File: config.mk
export PLATFORM = sky130hd
export DESIGN_NAME = bridge_ctl_regs
export DESIGN_NICKNAME = d
export VERILOG_FILES = /design/src/rtl/bcr_pkg.sv /design/src/rtl/bcr_cmd_decode.sv /design/src/rtl/bcr_flag_router.sv /design/src/rtl/bcr_status_pack.sv /design/src/rtl/bridge_ctl_regs.sv
export SDC_FILE = /design/constraint.sdc
export NUM_CORES = 1
export LEC_CHECK = 0
export BUFFER_PORTS_ARGS = -buffer_cell sky130_fd_sc_hd__buf_4
export CELL_PAD_IN_SITES_DETAIL_PLACEMENT = 0
export CELL_PAD_IN_SITES_GLOBAL_PLACEMENT = 1
export CORE_UTILIZATION = 41
export DETAILED_ROUTE_END_ITERATION = 7
export PLACE_DENSITY_LB_ADDON = 0.1
export SLEW_MARGIN = 0
export SYNTH_ARGS = -nofsm -noshare
export SYNTH_HDL_FRONTEND = slang
export SYNTH_SLANG_ARGS = --single-unit
File: constraint.sdc
create_clock -name clk -period 1.7 [get_ports clk]
set_input_delay 0.17 -clock clk [delete_from_list [all_inputs] [get_ports clk]]
set_output_delay 0.17 -clock clk [all_outputs]
set_load 0.01 [all_outputs]
File: src/rtl/bcr_pkg.sv
package bcr_pkg;

    localparam int OPC_W = 4;
    localparam int OPD_W = 3;

    typedef enum logic [OPC_W-1:0] {
        OP_RESET       = 4'h0,
        OP_SEL_CFG     = 4'h1,
        OP_SAVE_RD     = 4'h2,
        OP_SAVE_WR     = 4'h3,
        OP_RESTORE_RD  = 4'h4,
        OP_RESTORE_WR  = 4'h5,
        OP_DIR         = 4'h6,
        OP_INC_RD      = 4'h8,
        OP_INC_WR      = 4'h9
    } opcode_e;

    typedef struct packed {
        logic rst_ba;
        logic rst_ab;
        logic rst_dma;
        logic save_rd;
        logic save_wr;
        logic restore_rd;
        logic restore_wr;
        logic inc_rd;
        logic inc_wr;
    } pulse_t;

    typedef enum logic [1:0] {
        AD_FIFO   = 2'b00,
        AD_BYPASS = 2'b01,
        AD_CFG    = 2'b10,
        AD_CMD    = 2'b11
    } addr_e;

endpackage

File: src/rtl/bcr_cmd_decode.sv
module bcr_cmd_decode
    import bcr_pkg::*;
(
    input  logic             valid,
    input  logic [OPC_W-1:0] opc,
    input  logic [OPD_W-1:0] opd,
    output pulse_t           pulse,
    output logic             sel_cfg,
    output logic             set_dir,
    output logic             rst_cfg
);
    always_comb begin
        pulse   = '0;
        sel_cfg = 1'b0;
        set_dir = 1'b0;
        rst_cfg = 1'b0;
        if (valid) begin
            case (opc)
                OP_RESET: begin
                    pulse.rst_ba  = opd[0];
                    pulse.rst_ab  = opd[1];
                    pulse.rst_dma = opd[2];
                    rst_cfg       = &opd;
                end
                OP_SEL_CFG:    sel_cfg          = 1'b1;
                OP_SAVE_RD:    pulse.save_rd    = 1'b1;
                OP_SAVE_WR:    pulse.save_wr    = 1'b1;
                OP_RESTORE_RD: pulse.restore_rd = 1'b1;
                OP_RESTORE_WR: pulse.restore_wr = 1'b1;
                OP_DIR:        set_dir          = 1'b1;
                OP_INC_RD:     pulse.inc_rd     = 1'b1;
                OP_INC_WR:     pulse.inc_wr     = 1'b1;
                default: ;
            endcase
        end
    end
endmodule

File: src/rtl/bcr_flag_router.sv
module bcr_flag_router #(
    parameter int NFLAG = 8,
    parameter int NPIN  = 4,
    parameter int SELW  = 4
) (
    input  logic [NPIN*SELW-1:0] sel_map,
    input  logic [NFLAG-1:0]     flags,
    output logic [NPIN-1:0]      pins
);
    localparam int IDXW = $clog2(NFLAG);

    for (genvar p = 0; p < NPIN; p++) begin : g_pin
        logic [SELW-1:0] code;
        assign code = sel_map[p*SELW +: SELW];
        assign pins[p] = (int'(code) < NFLAG) ? flags[code[IDXW-1:0]] : 1'b0;
    end
endmodule

File: src/rtl/bcr_status_pack.sv
module bcr_status_pack #(
    parameter int DW = 16
) (
    input  logic [7:0]    flags,
    input  logic          dir,
    output logic [DW-1:0] status
);
    always_comb begin
        status     = '0;
        status[3]  = dir;
        status[4]  = flags[0];
        status[5]  = flags[1];
        status[6]  = flags[6];
        status[7]  = flags[7];
        status[12] = flags[2];
        status[13] = flags[3];
        status[14] = flags[4];
        status[15] = flags[5];
    end
endmodule

File: src/rtl/bridge_ctl_regs.sv
module bridge_ctl_regs
    import bcr_pkg::*;
#(
    parameter int DW    = 16,
    parameter int NPIO  = 6,
    parameter int NPIN  = 4,
    parameter int FSELW = 4,
    parameter int NFLAG = 8
) (
    input  logic             clk,
    input  logic             rst_n,
    input  logic             cs_n,
    input  logic             stb,
    input  logic             wr,
    input  logic [1:0]       addr,
    input  logic [DW-1:0]    wdata,
    output logic [DW-1:0]    rdata,
    output logic             ab_push,
    output logic             ba_pop,
    output logic             byp_wr,
    output logic             byp_rd,
    input  logic [NFLAG-1:0] flag_in,
    output logic [NPIN-1:0]  flag_pin,
    output logic             dma_dir,
    output logic             rst_ba_ptr,
    output logic             rst_ab_ptr,
    output logic             rst_dma_req,
    output logic             ld_reread,
    output logic             ld_rewrite,
    output logic             restore_rd,
    output logic             restore_wr,
    output logic             inc_rd,
    output logic             inc_wr,
    input  logic [NPIO-1:0]  pio_in,
    output logic [NPIO-1:0]  pio_out,
    output logic [NPIO-1:0]  pio_oe
);
    localparam int NCFG     = 1 << OPD_W;
    localparam int SELW     = OPD_W;
    localparam int FLAG_REG = 4;
    localparam int PIO_REG  = 6;
    localparam int DIR_REG  = 7;

    typedef logic [NCFG-1:0][DW-1:0] bank_t;

    function automatic bank_t cfg_defaults();
        bank_t b;
        b = '0;
        for (int p = 0; p < NPIN; p++) begin
            b[FLAG_REG][p*FSELW +: FSELW] = FSELW'(2 * p);
        end
        return b;
    endfunction

    localparam bank_t CFG_DEF = cfg_defaults();

    typedef struct packed {
        bank_t          cfg;
        logic [SELW-1:0] sel;
        logic           dir;
        pulse_t         pulse;
    } state_t;

    localparam state_t RESET_ST = '{cfg: CFG_DEF, sel: '0, dir: 1'b0, pulse: '0};

    state_t st_d, st_q;

    logic   acc;
    logic   cmd_wr;
    logic   cfg_wr;
    pulse_t dec_pulse;
    logic   dec_sel;
    logic   dec_dir;
    logic   dec_rst_cfg;
    logic [DW-1:0] status_w;
    logic [DW-1:0] cfg_word;

    assign acc    = stb && !cs_n;
    assign cmd_wr = acc && wr && (addr == AD_CMD);
    assign cfg_wr = acc && wr && (addr == AD_CFG);

    assign ab_push = acc &&  wr && (addr == AD_FIFO);
    assign ba_pop  = acc && !wr && (addr == AD_FIFO);
    assign byp_wr  = acc &&  wr && (addr == AD_BYPASS);
    assign byp_rd  = acc && !wr && (addr == AD_BYPASS);

    bcr_cmd_decode u_dec (
        .valid   (cmd_wr),
        .opc     (wdata[11:8]),
        .opd     (wdata[2:0]),
        .pulse   (dec_pulse),
        .sel_cfg (dec_sel),
        .set_dir (dec_dir),
        .rst_cfg (dec_rst_cfg)
    );

    always_comb begin
        st_d       = st_q;
        st_d.pulse = dec_pulse;
        if (cfg_wr) begin
            st_d.cfg[st_q.sel] = wdata;
        end
        if (dec_sel) begin
            st_d.sel = wdata[SELW-1:0];
        end
        if (dec_dir) begin
            st_d.dir = wdata[0];
        end
        if (dec_rst_cfg) begin
            st_d.cfg = CFG_DEF;
        end
    end

    always_ff @(posedge clk) begin
        if (!rst_n) begin
            st_q <= RESET_ST;
        end else begin
            st_q <= st_d;
        end
    end

    bcr_flag_router #(
        .NFLAG (NFLAG),
        .NPIN  (NPIN),
        .SELW  (FSELW)
    ) u_route (
        .sel_map (st_q.cfg[FLAG_REG][NPIN*FSELW-1:0]),
        .flags   (flag_in),
        .pins    (flag_pin)
    );

    bcr_status_pack #(
        .DW (DW)
    ) u_stat (
        .flags  (flag_in[7:0]),
        .dir    (st_q.dir),
        .status (status_w)
    );

    assign pio_oe  = st_q.cfg[DIR_REG][NPIO-1:0];
    assign pio_out = st_q.cfg[PIO_REG][NPIO-1:0];

    always_comb begin
        cfg_word = st_q.cfg[st_q.sel];
        if (int'(st_q.sel) == PIO_REG) begin
            cfg_word[NPIO-1:0] = (pio_out & pio_oe) | (pio_in & ~pio_oe);
        end
    end

    always_comb begin
        rdata = '0;
        if (!cs_n && !wr) begin
            case (addr)
                AD_CFG:  rdata = cfg_word;
                AD_CMD:  rdata = status_w;
                default: rdata = '0;
            endcase
        end
    end

    assign dma_dir     = st_q.dir;
    assign rst_ba_ptr  = st_q.pulse.rst_ba;
    assign rst_ab_ptr  = st_q.pulse.rst_ab;
    assign rst_dma_req = st_q.pulse.rst_dma;
    assign ld_reread   = st_q.pulse.save_rd;
    assign ld_rewrite  = st_q.pulse.save_wr;
    assign restore_rd  = st_q.pulse.restore_rd;
    assign restore_wr  = st_q.pulse.restore_wr;
    assign inc_rd      = st_q.pulse.inc_rd;
    assign inc_wr      = st_q.pulse.inc_wr;

endmodule

==> impl_results.md <==
* CP max FO at 6
* Reg-to-Reg Start: st_q[10]$_SDFFE_PN0P_
* Status: complete, but fails checks
* Share of cells above drive strength 1 at 36.57%
* Diode count at 0
* HPWL Detailed at 15,760 um
* Post-synthesis async set-or-reset flop share at 0%
* Synthesis-stage register bit count at 141
* Largest net degree at the start of global routing at 46
* Final setup viols at 111
* Area leader, netlist: dfxtp_1
* Worst path cell trace: buf_12 -> mux4_2 -> mux2_2 -> mux2i_1 -> nor2_1 -> buf_4
* Synth area leaders: dfxtp_1 (41%), mux2i_1 (16%), mux4_2 (6.2%)
* Gr usage total at 26.54%
* Maximum clock rate at 458.1 MHz
* # fillers at 1,449
* Gr ovfl total at 0
* RSZ-0062 raised after global routing: true
* Hold_sp: wdata[13]
* Max-slew headroom at 73.67%
* Tcrit/Tclk final at 128.4%
* Power per standard cell area at 838.0 nW/um^2
* Total number of vias at 5,984
* Routed WL per cell at 20.67 um
* Sequential area share after synthesis at 40.87%
* Worst Setup SP: st_q[10]$_SDFFE_PN0P_
* Yosys warnings at 0
* Setup CP Type: reg2out
* Max FFs per register at 119
* Worst path required time at 1.53 ns
* Top delay family on crit path: multiplexers
* Port bufs at 82
* Post-synth EDFFs at 0
* CP Launch Type: register
* Global placement routability congestion at 0.8514
* Yosys top cell area share at 40.87%
* TritonCTS clock tree: yes
* Vias in the first global route at 5,940
* Global-route wire length before repair at 34,530 um
* Post-Route WL at 22,630 um
* Comb power frac at 5.6%
* Worst Setup End Kind: output pin
* Max stage delay cell, worst path: mux4_2
* Leakage power at 3.435 nW
* Synth Net Count at 777
* Worst-skew pair later-pin latency at 0.42 ns
* Initial core utilization at 41.80%
* Cell total after placement at 1,042
* Pins over their slew limit at 0
* DRT iter0 DRCs at 373
* Library cells used by synthesis at 55
* Avg Cell Area, Syn at 9.333 um^2
* DRT Pass-1 Iters at 4
* # H-tree levels at 4
* Count of nets after finishing at 900
* Setup TNS at -12.29 ns
* Initial antenna violation count at 0
* Layout area overhead at 36.70%
* Post-detailed-route count of antenna-violating nets at 0
* Worst Max-Slew Pin Slew at 0.3913 ns
* Total of max-cap violations at 0
* Clk pwr share at 52.7%
* CTS buffer count at 17
* Flop pwr share at 41.8%
* Clock Tree Root: clkbuf_16
* Psw at 1.680 mW
* Die width at 131.8 um
* Switching share of total power at 21.24%
* Mapped Cells at 740
* Core box area at 16,520 um^2
* Failing checks: negative setup slack
* Die area at 17,370 um^2
* Non-filler cells in the finished layout at 1,095
* Fin util at 57.14%
* CP Buf/Inv Count at 2
* Peak VDD IR at 660.8 uV
* Synthesized cell area at 6907 um^2
* Tmin final at 2.183 ns
* TritonCTS Sinks at 141
* Setup ws final at -0.4829 ns
* Floorplan row count at 47
* DRC at 0
* Crit-path max cell delay at 0.48 ns
* Cell internal pwr at 6.232 mW
* CP arrival at 2.01 ns
* Worst Clk Skew at 0.004253 ns
* Die height at 131.8 um
* Most flops, register: st_q
* Fin. Hold Viols at 0
* Mean number of vias per cell at 5.465
* Reg clk slew, reported paths at 0.06 ns
* Top_reg_cell synth: dfxtp_1
* Path type of the worst min-delay path: in2reg
* Num ports at 83
* Clk buf depth at 2
## through the flow
step	worst slack (ns)	power, mW	area [um^2]	hold WS [ns]
finish	-0.4829	7.912	9442	0.05192
global route	-0.5871	8.184	9442	0.04072
CTS	-0.4930	7.966	9250	0.04013
detailed placement	-0.1844	3.806	8138	0.4422
global placement	-0.1639	3.803	8138	0.4378
floorplan	-0.05680	3.595	6982	0.3395
## final cells by class
class / instances / area [um^2] / share of cell area, %
inverter: 5 / 18.77 / 0.1988
clock buffer: 21 / 480.5 / 5.089
sequential: 141 / 2851 / 30.20
timing repair buffer: 183 / 1687 / 17.86
clock inverter: 10 / 185.2 / 1.961
tap: 220 / 275.3 / 2.915
multi-input combinational: 515 / 3944 / 41.77
## Yosys cell counts, drive strengths merged, types with 2 or more instances
| cell | count |
|---|---|
| a2111oi | 3 |
| a22oi | 2 |
| nor2 | 102 |
| or4b | 2 |
| nor4b | 2 |
| a32o | 3 |
| inv | 5 |
| o22ai | 7 |
| nor2b | 8 |
| or3 | 2 |
| nor3b | 2 |
| or3b | 2 |
| o21ai | 9 |
| nand2b | 6 |
| a211oi | 6 |
| and2 | 3 |
| a31oi | 2 |
| mux2 | 10 |
| a21oi | 55 |
| nand3b | 9 |
| nand3 | 10 |
| nor4 | 10 |
| o31a | 2 |
| nand2 | 108 |
| or2 | 3 |
| mux2i | 109 |
| mux4 | 19 |
| dfxtp | 141 |
| o221ai | 6 |
| or4 | 2 |
| nor3 | 3 |
| clkbuf | 17 |
| buf | 62 |
## worst register-to-register path: stages, from the launching register on
cell and delay [ns]:
dfxtp_4 0.37, buf_4 0.20, or2_4 0.29, nor4_4 0.28, buf_6 0.16, bufbuf_16 0.27, mux2i_1 0.18, nor2_1 0.05
## placed cells by master, fill, tap and decap left out, types with 7 or more instances in the layout
| cell | Yosys | routed |
|---|---|---|
| a21oi_1 | 55 | 47 |
| mux2_2 | 10 | 8 |
| a21oi_2 | 0 | 8 |
| nor2b_1 | 8 | 7 |
| mux2i_1 | 109 | 103 |
| mux4_2 | 19 | 19 |
| dfxtp_1 | 141 | 130 |
| nand3_1 | 10 | 10 |
| buf_4 | 15 | 147 |
| nor2_1 | 99 | 93 |
| buf_6 | 5 | 16 |
| nand3b_1 | 7 | 7 |
| clkbuf_16 | 0 | 18 |
| buf_12 | 0 | 15 |
| nor4_4 | 7 | 7 |
| nand2_1 | 107 | 103 |
## power by group through the flow
stage	registers (mW)	clock network (mW)	logic [mW]
after floorplan	3.38	0	0.211
after global placement	3.38	0	0.419
after detailed placement	3.38	0	0.421
after CTS	3.30	4.23	0.434
after global routing	3.30	4.42	0.466
final	3.30	4.17	0.443
## logic make-up after synthesis
logic type | synth area share (%)
AO/OA/AOI/OAI | 8.786
flip-flops | 40.87
AND/OR/NAND/NOR | 20.09
buffers and inverters | 6.630
multiplexers | 23.62
## routing by layer
layer | GRT usage, % | routed length, um | vias to the layer above
met5 | 0 | 0 | -
met2 | 44.27 | 11210 | 173
li1 | - | - | 2820
met1 | 33.89 | 9690 | 2953
met3 | 4.960 | 1137 | 38
met4 | 10.47 | 595 | 0
## repair_timing
item	CTS	global route
setup buffers	11	11
endpoints found under the setup margin	148	145
cloned	3	1
hold buffers	0	0
resized for setup	70	40
pin swaps	28	23
## path summary, 6_finish.rpt
| check | endpoint | slack [ns] | cells past startpoint |
|---|---|---|---|
| max | rdata[12] | -0.48 | 6 |
| min reg2reg | st_q[101]$_SDFFE_PP0P_ | 0.45 | 2 |
| max reg2reg | st_q[60]$_SDFFE_PP0P_ | -0.22 | 7 |
| min | st_q[106]$_SDFFE_PP0P_ | 0.05 | 3 |
Note: power is estimated with default switching activity, not from simulation.
